[src/rtl/crc_codec_pkg.sv]
package crc_codec_pkg;

  // Which part of an encoded frame is on the wire
  typedef enum logic [1:0] {
    SEG_INFO  = 2'd0,
    SEG_CHECK = 2'd1,
    SEG_RECV  = 2'd2
  } seg_e;

  // Default generator: x^3 + x + 1 (lower coefficients only)
  localparam int unsigned DEF_DEG  = 3;
  localparam int unsigned DEF_INFO = 4;

endpackage

[src/rtl/crc_shift_div.sv]
module crc_shift_div #(
  parameter int unsigned DEG = 3,
  parameter logic [DEG-1:0] POLY = 3'b011
) (
  input  logic           clk,
  input  logic           rst_n,
  input  logic           clear,
  input  logic           feed,
  input  logic           shift,
  input  logic           din,
  output logic [DEG-1:0] rem,
  output logic [DEG-1:0] rem_next
);

  logic fb;

  // One division step: the feedback term is the incoming bit plus the
  // current top coefficient; when set, the generator is subtracted.
  always_comb begin
    fb       = din ^ rem[DEG-1];
    rem_next = {rem[DEG-2:0], 1'b0} ^ (fb ? POLY : '0);
  end

  always_ff @(posedge clk or negedge rst_n) begin
    if (!rst_n)      rem <= '0;
    else if (clear)  rem <= '0;
    else if (feed)   rem <= rem_next;
    else if (shift)  rem <= {rem[DEG-2:0], 1'b0};
  end

  AST_FEED_SHIFT_EXCL: assert property (@(posedge clk) disable iff (!rst_n)
    !(feed && shift));

endmodule

[src/rtl/crc_frame_seq.sv]
module crc_frame_seq
  import crc_codec_pkg::*;
#(
  parameter int unsigned K_BITS = 4,
  parameter int unsigned DEG    = 3
) (
  input  logic clk,
  input  logic rst_n,
  input  logic mode_check,
  input  logic in_valid,
  input  logic out_ready,
  output logic in_ready,
  output logic out_valid,
  output logic out_last,
  output logic step,
  output logic frame_first,
  output logic frame_last,
  output logic feed,
  output logic shift,
  output logic chk_mode,
  output seg_e seg
);

  localparam int unsigned N  = K_BITS + DEG;
  localparam int unsigned CW = $clog2(N + 1);
  localparam logic [CW-1:0] K_C    = CW'(K_BITS);
  localparam logic [CW-1:0] LAST_C = CW'(N - 1);

  logic [CW-1:0] cnt;
  logic          mode_q;
  logic          at_start;
  logic          past_info;
  logic          enc_tail;

  always_comb begin
    at_start  = (cnt == '0);
    chk_mode  = at_start ? mode_check : mode_q;
    past_info = (cnt >= K_C);
    enc_tail  = !chk_mode && past_info;

    if (chk_mode)      seg = SEG_RECV;
    else if (enc_tail) seg = SEG_CHECK;
    else               seg = SEG_INFO;

    unique case (seg)
      SEG_RECV: begin
        in_ready  = 1'b1;
        out_valid = 1'b0;
        step      = in_valid;
      end
      SEG_CHECK: begin
        in_ready  = 1'b0;
        out_valid = 1'b1;
        step      = out_ready;
      end
      default: begin
        in_ready  = out_ready;
        out_valid = in_valid;
        step      = in_valid && out_ready;
      end
    endcase

    frame_first = step && at_start;
    frame_last  = step && (cnt == LAST_C);
    feed        = step && !enc_tail;
    shift       = step && enc_tail;
    out_last    = enc_tail && (cnt == LAST_C);
  end

  always_ff @(posedge clk or negedge rst_n) begin
    if (!rst_n) begin
      cnt    <= '0;
      mode_q <= 1'b0;
    end else if (step) begin
      cnt <= (cnt == LAST_C) ? '0 : cnt + 1'b1;
      if (at_start) mode_q <= mode_check;
    end
  end

  AST_CNT_BOUND: assert property (@(posedge clk) disable iff (!rst_n)
    cnt <= LAST_C);
  AST_MODE_KEPT: assert property (@(posedge clk) disable iff (!rst_n)
    (!at_start && !frame_last) |=> $stable(mode_q));

endmodule

[src/rtl/crc_serial_codec.sv]
module crc_serial_codec
  import crc_codec_pkg::*;
#(
  parameter int unsigned K_BITS = DEF_INFO,
  parameter int unsigned DEG    = DEF_DEG,
  parameter logic [DEG-1:0] POLY = 3'b011
) (
  input  logic clk,
  input  logic rst_n,
  input  logic mode_check,
  input  logic in_valid,
  output logic in_ready,
  input  logic in_bit,
  output logic out_valid,
  input  logic out_ready,
  output logic out_bit,
  output logic out_last,
  output logic err_valid,
  output logic err_flag
);

  logic           step, frame_first, frame_last, feed, shift, chk_mode;
  seg_e           seg;
  logic [DEG-1:0] rem, rem_next;

  crc_frame_seq #(.K_BITS(K_BITS), .DEG(DEG)) u_seq (
    .clk(clk), .rst_n(rst_n), .mode_check(mode_check),
    .in_valid(in_valid), .out_ready(out_ready),
    .in_ready(in_ready), .out_valid(out_valid), .out_last(out_last),
    .step(step), .frame_first(frame_first), .frame_last(frame_last),
    .feed(feed), .shift(shift), .chk_mode(chk_mode), .seg(seg)
  );

  crc_shift_div #(.DEG(DEG), .POLY(POLY)) u_div (
    .clk(clk), .rst_n(rst_n), .clear(frame_last), .feed(feed),
    .shift(shift), .din(in_bit), .rem(rem), .rem_next(rem_next)
  );

  always_comb begin
    out_bit = (seg == SEG_CHECK) ? rem[DEG-1] : in_bit;
  end

  always_ff @(posedge clk or negedge rst_n) begin
    if (!rst_n) begin
      err_valid <= 1'b0;
      err_flag  <= 1'b0;
    end else if (frame_last && chk_mode) begin
      err_valid <= 1'b1;
      err_flag  <= |rem_next;
    end else if (frame_first) begin
      err_valid <= 1'b0;
      err_flag  <= 1'b0;
    end
  end

  AST_TAIL_HELD: assert property (@(posedge clk) disable iff (!rst_n)
    (out_valid && !in_ready && !out_ready) |=> (out_valid && $stable(out_bit)));
  AST_LAST_ONCE: assert property (@(posedge clk) disable iff (!rst_n)
    (out_last && out_ready) |=> !out_last);
  AST_RESULT_DUE: assert property (@(posedge clk) disable iff (!rst_n)
    (frame_last && chk_mode) |=> err_valid);
  AST_RESULT_HOLD: assert property (@(posedge clk) disable iff (!rst_n)
    (err_valid && !frame_first && !frame_last) |=> (err_valid && $stable(err_flag)));
  AST_CHECK_SILENT: assert property (@(posedge clk) disable iff (!rst_n)
    (seg == SEG_RECV) |-> (!out_valid && in_ready));

endmodule

[config.mk]
export PLATFORM = sky130hd
export DESIGN_NAME = crc_serial_codec
export DESIGN_NICKNAME = d
export VERILOG_FILES = /design/src/rtl/crc_codec_pkg.sv /design/src/rtl/crc_shift_div.sv /design/src/rtl/crc_frame_seq.sv /design/src/rtl/crc_serial_codec.sv
export SDC_FILE = /design/constraint.sdc
export NUM_CORES = 1
export LEC_CHECK = 0
export ABC_AREA = 1
export CORE_MARGIN = 4
export CORE_UTILIZATION = 30
export DETAILED_ROUTE_END_ITERATION = 6
export DONT_BUFFER_PORTS = 1
export RECOVER_POWER = 100
export SETUP_SLACK_MARGIN = 0.3
export SLEW_MARGIN = 20
export SYNTH_ARGS = -nofsm -noshare
export SYNTH_HDL_FRONTEND = slang
export SYNTH_SLANG_ARGS = --single-unit
[constraint.sdc]
create_clock -name clk -period 1.4 [get_ports clk]
set_input_delay 0.28 -clock clk [delete_from_list [all_inputs] [get_ports clk]]
set_output_delay 0.28 -clock clk [all_outputs]
set_load 0.1 [all_outputs]
**Word-level counts from Yosys, hierarchy flattened**

Index checks and enable logic that the tools add are counted.

- Register bits: 9
- Output and inout port bits: 6
- Input bits: 6
- Logic and storage cells: 41

- Reduce and logical (&&, ||, !) cells: 14
- Bitwise operators: 2
- Equality and inequality tests: 3
- Order comparisons: 1
- Add/subtract/negate cells: 1
- Mux-type cells: 15

Operators with widths:

| operator | number |
|---|---|
| 3-bit 2-to-1 mux | 4 |
| 1-bit logical AND | 8 |
| 1-bit 2-to-1 mux | 6 |
| 1-bit case mux with 2 select lines | 3 |
| 2-bit 2-to-1 mux | 2 |
| 3-bit by 1-bit adder with 3-bit output (second input constant) | 1 |
| 3-bit equality test (second input constant) | 1 |
| 3-bit greater-or-equal comparator (second input constant) | 1 |
| 3-bit zero test | 1 |
| 3-bit nonzero test | 1 |
| 3-bit OR reduction | 1 |
| 3-bit bitwise XOR | 1 |
| 2-bit by 1-bit equality test with 1-bit output (second input constant) | 1 |
| 2-bit equality test (second input constant) | 1 |
| 1-bit zero test | 2 |
| 2-bit nonzero test | 1 |
| 1-bit bitwise XOR | 1 |

**Depth between registers and ports, before layout**

Gate-level depths: netlist of the first run.

- Depth after elaboration: 12
- Depth in mapped cells: 9
- Depth with buffers taken out: 9

**Hierarchy**

Synthesis of the first run repeated with hierarchy kept, for this count alone.

- Cell total of the unflattened synthesis: 96
- Area, all modules: 645.6 µm²

By module, submodules not included:

| module | times used | area each (µm²) | cells each |
|---|---|---|---|
| crc_frame_seq | 1 | 326.6 | 49 |
| crc_shift_div | 1 | 203.9 | 29 |
| crc_serial_codec | 1 | 115.1 | 18 |

**Worst setup path after synthesis of the first run**

No wires, ideal clock.

- Path type: register to output
- Start point: reg u_seq.cnt[2]
- End point: out out_bit
- Path buffers: 0
- Required time: 1120 ps
- Setup slack: -1815 ps
- Cell stages (with the launch flop): 6
- Data arrival time: 2935 ps
- Path through: dfrtp_1 -> nor2_1 -> nand2_1 -> nand2_2 -> nand3_2 -> o21ai_0

- Longest elaborated chain between the ends: 8
- Elaborated cells on any way between the ends: 9
- Those cells by class: order compare (1); eq/ne (1); mux (4); reduce/logical (3)

RTL lines:

| item | RTL line | source |
|---|---|---|
| start, declared | crc_frame_seq.sv:29 | `logic [CW-1:0] cnt;` |
| start signal, assigned | crc_frame_seq.sv:75 | `cnt <= (cnt == LAST_C) ? '0 : cnt + 1'b1;` |
| parallel branches: the longest is 5 deep, another holds 3-bit greater-or-equal comparator | n/a |  |
| 2-bit 2-to-1 mux * | crc_frame_seq.sv:41 | `if (chk_mode) seg = SEG_RECV;` |
| 2-bit by 1-bit equality test with 1-bit output * | crc_serial_codec.sv:40 | `out_bit = (seg == SEG_CHECK) ? rem[DEG-1] : in_bit;` |
| 1-bit 2-to-1 mux * | crc_serial_codec.sv:40 |  |
| end, declared | crc_serial_codec.sv:16 | `output logic out_bit,` |

Mark *: on every way between the ends.

**Worst setup path in the final report of the first run**

- Start point: reg u_seq.cnt[0]
- End point: out out_bit

Same word-level chain as after synthesis.

==> summary.txt, run 1 <==
Routed WL per cell: 12.8 um
top-count cell post-synth: nand2_1
clock slew at reported path FFs: 0.07 ns
Mapped Area: 532 um2
Syn Nets: 74
hpwl dp: 991 um
Synth top area share: 42.4%
EDFF count, synth: 0
initial core utilization: 33.4%
routed vias/inst: 4.68
CTS tree: yes
Crit. End Element: output pin
area leader, netlist: dfrtp_1
Crit Path Class: reg2out
violated checks: setup timing
Worst Hold Class: in2reg
drt total wl: 1540 um
Worst Setup SP: u_seq.cnt[0]
capture point of the worst path: out_bit
register area share after synthesis: 42.4%
GR Layer Usage met3: 3.92%
RSZ-0062 raised after global routing: yes
cells on worst reg2reg path: 12
max cap viols: 0
fin area: 986 um2
Reg2Reg Setup Slack: -0.30 ns
GR Util All Layers: 13.8%
Finished Layout Cells: 120
flops & latches, synth: 9
M2 GR Usage: 22.4%
R2R Path Start: u_seq.cnt[0]
dpl cells: 104
Core ar.: 0.00159 mm2
vias in the first global route: 552
layout cell share with drive strength beyond 1: 59.4%
global route hottest layer: met2
Multi-input gate area: 392 um2
reg-to-reg endpoint: u_div.rem[1]
Cell variety after synth: 22
gr ovfl total: 0
row cnt: 14
Async SR Flop Fraction: 100%
DR iter-0 viols: 4
# fillers: 133
Routed Antenna Nets: 0
worst rel slew slack: 66.9%
Slew Limit Fails: 0
measured slew at the worst slew-check pin: 0.497 ns
P&R area growth vs syn: 85.4%
final setup fails: 13
ant diodes: 0
most instantiated cells after synthesis: nand2_1, dfrtp_1, inv_1
arrival time at the worst endpoint: 1.49 ns
Die Width: 50.1 um
Synth Instances: 67
DR vias: 562
critical path launch point type: flop
Req. time, crit path: 1.12 ns
Die Y: 50.1 um
CTS Buf Count: 3
drt drc: 0
Peak Freq: 566 MHz
final net count: 104
clock tree buffer depth: 2
CP max FO: 4
status: complete, but fails checks
dominant synthesized flop cell: dfrtp_1
crit path time final: 1.77 ns
Hold Fails Final Rpt: 0
Final Cycle Share: 126%
top post-synthesis cells by area: dfrtp_1, nand2_1, inv_1
DR pass1 iterations: 4
met1 usage in global routing: 17.6%
IO Count: 12
Root Driver: clkbuf_4
placed cell area: 747 um2
Skew-Pair Late Insertion Delay: 0.27 ns
Synth warnings: 0
initial antenna violation count: 0
first-pass GRT wire length: 2630 um
H-Tree Depth: 1
placer congestion estimate: 0.773
Clock Skew: 0.000787 ns
Port Buffer Count: 0
Mean Syn Cell Area: 7.94 um2
largest net degree at the start of global routing: 10
post-route setup TNS: -3.85 ns
Die ar.: 0.00251 mm2
clk sinks: 9
area occupied by registers: 228 um2
final worst slack: -0.366 ns
flip-flops by register name, indices dropped and copies added, names as in the netlist:
register,cells
err_flag,1
u_seq.mode_q,1
u_seq.cnt,3
u_div.rem,3
err_valid,1
worst min-delay path by stage:
| stage | depth (start not counted) | startpoint | end | slack, ns |
|---|---|---|---|---|
| after floorplan | 0 | rst_n | err_flag | -0.02 |
| after global routing | 2 | in_valid | u_seq.mode_q | 0.12 |
| final | 2 | in_valid | u_seq.mode_q | 0.13 |
| after global placement | 0 | rst_n | u_div.rem[1] | -0.02 |
| after detailed placement | 0 | rst_n | u_div.rem[1] | -0.02 |
| after CTS | 2 | in_valid | u_seq.mode_q | 0.13 |
kinds of logic after synthesis:
group	after synthesis	share of synthesized area, %
AO/OA/AOI/OAI	12	13.2
AND/OR/NAND/NOR	34	32.9
flip-flops	9	42.4
adder cells (fa/ha/maj)	1	2.35
XOR/XNOR	1	1.65
buffers and inverters	10	7.53
per-layer routing:
layer | share of wire, % | vias to the layer above
li1 | - | 277
met4 | 1.3 | 0
met2 | 54 | 10
met5 | 0 | -
met1 | 40 | 273
met3 | 4.7 | 2
cell usage in the layout, fill, tap and decap left out:
cell           instances
a21oi_4                1
buf_12                 3
buf_4                 17
buf_6                  3
clkbuf_16              1
clkbuf_4               3
clkinv_2               1
clkinv_8               1
dfrtp_1                7
dfrtp_2                2
dlygate4sd3_1          1
ha_1                   1
inv_1                  6
inv_2                  2
inv_4                  1
nand2_1               11
nand2_2                3
nand2_4                3
nand2_8                1
nand3_1                5
nand3_2                1
nand3_4                2
nand3b_1               1
nor2_1                 1
nor2_4                 4
nor3_4                 1
o211ai_1               1
o21ai_0                1
o21ai_1                1
o21ai_2                5
o21ai_4                1
o21bai_1               1
o22ai_1                1
or2_2                  1
xnor2_1                1
worst max-delay path, stage by stage, from the launching register on:
cell and delay (ns):
dfrtp_1 0.41, nor2_4 0.16, nand2_2 0.09, nand2_4 0.10, nand3_4 0.09, o21ai_4 0.16, buf_12 0.19
what timing repair did:
item | 4_1_cts | 5_1_grt
endpoints found under the hold margin | 9 | 0
resized for setup | 18 | 15
hold buffers | 1 | 0
buffers inserted | 6 | 5
endpoints found under the setup margin | 15 | 15
pin swaps | 5 | 3
cell type report:
cell class | instances | share of cell area [%]
flip-flops and latches | 9 | 23.1
clock inverters | 1 | 0.508
clock buffers | 3 | 2.28
multi-input cells | 48 | 39.7
repair buffers | 25 | 26.0
well taps | 24 | 3.05
inverters | 10 | 5.33
per-stage QoR:
step | hold slack, ns | utilization, % | worst slack [ns]
finish | 0.132 | 61.9 | -0.366
global route | 0.118 | 61.9 | -0.449
CTS | 0.135 | 55.7 | -0.381
detailed placement | -0.0153 | 46.9 | -0.132
global placement | -0.0154 | 46.9 | -0.0715
floorplan | -0.0156 | - | -1.04
Power of run 1 is not shown: default switching activity piles up to over one toggle a cycle in this logic, so the estimate is an artifact.
==> inputs of run 2 (changes only) <==
--- a/config.mk
+++ b/config.mk
@@ -7,10 +7,11 @@
 export LEC_CHECK = 0
 export ABC_AREA = 1
 export CORE_MARGIN = 4
-export CORE_UTILIZATION = 30
+export CORE_UTILIZATION = 40
 export DETAILED_ROUTE_END_ITERATION = 6
 export DONT_BUFFER_PORTS = 1
 export RECOVER_POWER = 100
+export REMOVE_ABC_BUFFERS = 1
 export SETUP_SLACK_MARGIN = 0.3
 export SLEW_MARGIN = 20
 export SYNTH_ARGS = -nofsm -noshare
==> summary.txt, run 2 (synthesis results as in run 1) <==
Skew-Pair Late Insertion Delay: 0.27 ns (about the same)
Port Buffer Count: 0 (unchanged)
Worst Hold Class: in2reg
vias in the first global route: 544 (-1.4%)
Crit. End Element: output pin
post-route setup TNS: -3.55 ns (+0.294 ns)
ant diodes: 0 (unchanged)
DR vias: 542 (-3.6%)
routed vias/inst: 5.02 (+7.2%)
commonest non-fill, non-tap cell in the layout: buf_4
Routed Antenna Nets: 0 (unchanged)
Multi-input gate area: 360 um2 (-8.0%)
Req. time, crit path: 1.12 ns (about the same)
reg-to-reg endpoint: u_seq.cnt[2]
final setup fails: 13 (unchanged)
DR pass1 iterations: 4 (unchanged)
measured slew at the worst slew-check pin: 0.425 ns (-0.0720 ns)
Hold Fails Final Rpt: 0 (unchanged)
IO Count: 12 (unchanged)
P&R area growth vs syn: 69.9%
clock slew at reported path FFs: 0.07 ns (about the same)
clock tree buffer depth: 2 (unchanged)
Die Y: 44.5 um (-11%)
Slowest-stage cell, CP: dfrtp_2
Finished Layout Cells: 108 (-10%)
R2R Path Start: u_seq.cnt[2]
Reg2Reg Setup Slack: -0.28 ns (+0.02 ns)
area occupied by registers: 226 um2 (-0.55%)
CP peak stage delay: 0.44 ns (+0.03 ns)
CP Cell Sequence: nor2_4 > nand2_2 > nand2_4 > nand3_4 > o21ai_4 > buf_12
Die ar.: 0.00198 mm2 (-21%)
CTS Buf Count: 3 (unchanged)
H-Tree Depth: 1 (unchanged)
Routed WL per cell: 14.4 um (+12%)
max cap viols: 0 (unchanged)
Crit Path Class: reg2out
Core ar.: 0.00117 mm2 (-27%)
Clock Skew: 0.00186 ns (+0.00107 ns)
Worst Setup SP: u_seq.cnt[2]
initial antenna violation count: 0 (unchanged)
CTS tree: yes
CP bufs+invs: 1 (unchanged)
final core utilization: 77.1% (+15 points)
final worst slack: -0.385 ns (-0.0197 ns)
Slew Limit Fails: 0 (unchanged)
drt total wl: 1560 um (+1.0%)
Root Driver: clkbuf_4
critical path launch point type: flop
GR Util All Layers: 17.9% (+4.1 points)
initial core utilization: 45.4% (+12 points)
first-pass GRT wire length: 2480 um (-5.5%)
clk sinks: 9 (unchanged)
status: complete, but fails checks
commonest non-fill, non-tap cells in the layout: buf_4, inv_1, nand2_1
crit path time final: 1.79 ns (+0.0197 ns)
cells on worst reg2reg path: 11 (-1)
arrival time at the worst endpoint: 1.51 ns (+0.02 ns)
hpwl dp: 956 um (-3.5%)
drt drc: 0 (unchanged)
Worst path top cell family by delay: simple AND/OR/NAND/NOR gates
Crit path depth: 6 (unchanged)
row cnt: 12 (-2)
gr ovfl total: 0 (unchanged)
CP max FO: 4 (unchanged)
RSZ-0062 raised after global routing: yes
Largest regs: u_div.rem: 3 flops, u_seq.cnt: 3 flops
placer congestion estimate: 0.841 (+8.8%)
Final Cycle Share: 128% (+1.4 points)
capture point of the worst path: out_bit
Peak Freq: 560 MHz (-1.1%)
dpl cells: 98 (-5.8%)
DR iter-0 viols: 5 (+1)
largest net degree at the start of global routing: 10 (unchanged)
worst rel slew slack: 71.6% (+4.7 points)
final net count: 102 (-1.9%)
Die Width: 44.5 um (-11%)
# fillers: 76 (-43%)
layout cell share with drive strength beyond 1: 52.1% (-7.2 points)
violated checks: setup timing
run 2: routing by layer:
metal | vias up | routed length, um | global-route usage [%]
met5 | - | 0 | 0
met4 | 0 | 36 | 10.8
met3 | 6 | 69 | 4.07
met2 | 14 | 714 | 28.4
met1 | 248 | 735 | 21.8
li1 | 274 | - | -
run 2: worst register-to-register path: stages, from the launching register on:
cell and delay (ns):
dfrtp_2 0.44, nor2_4 0.14, nand2_2 0.10, nand2_4 0.11, nand3_4 0.10, buf_4 0.15, buf_4 0.13, nand2_2 0.06
nand2_4 0.11, inv_6 0.11, nand3_1 0.08, nand2_1 0.08
run 2: layout make-up:
class	instances	area share, %
well taps	14	1.94
clock buffers	4	2.91
flip-flops and latches	9	25.1
inverters	10	4.71
multi-input cells	48	39.9
repair buffers	23	25.5
run 2: worst min-delay path by stage:
stage | startpoint | end | slack (ns) | cells after the start
2_1_floorplan | rst_n | err_flag | -0.02 | 0
3_3_place_gp | rst_n | err_valid | -0.02 | 0
3_5_place_dp | rst_n | err_valid | -0.02 | 0
4_1_cts | in_valid | u_seq.mode_q | 0.14 | 2
5_1_grt | in_valid | u_seq.mode_q | 0.15 | 2
6_report | in_valid | u_seq.mode_q | 0.13 | 2
run 2: stage by stage:
step                setup slack, ns  instance area [um2]  hold slack (ns)
CTS                          -0.382                  866            0.135
finish                       -0.385                  903            0.130
floorplan                     -1.81                  532          -0.0156
global route                 -0.459                  903            0.154
global placement            -0.0630                  742          -0.0154
detailed placement           -0.122                  742          -0.0153
run 2: timing repair:
action	in CTS	in global routing
buffers inserted	3	2
hold buffers	1	0
endpoints found under the hold margin	9	0
resized for setup	18	11
endpoints found under the setup margin	15	15
pin swaps	5	4
Power of run 2 is left out for the same reason.
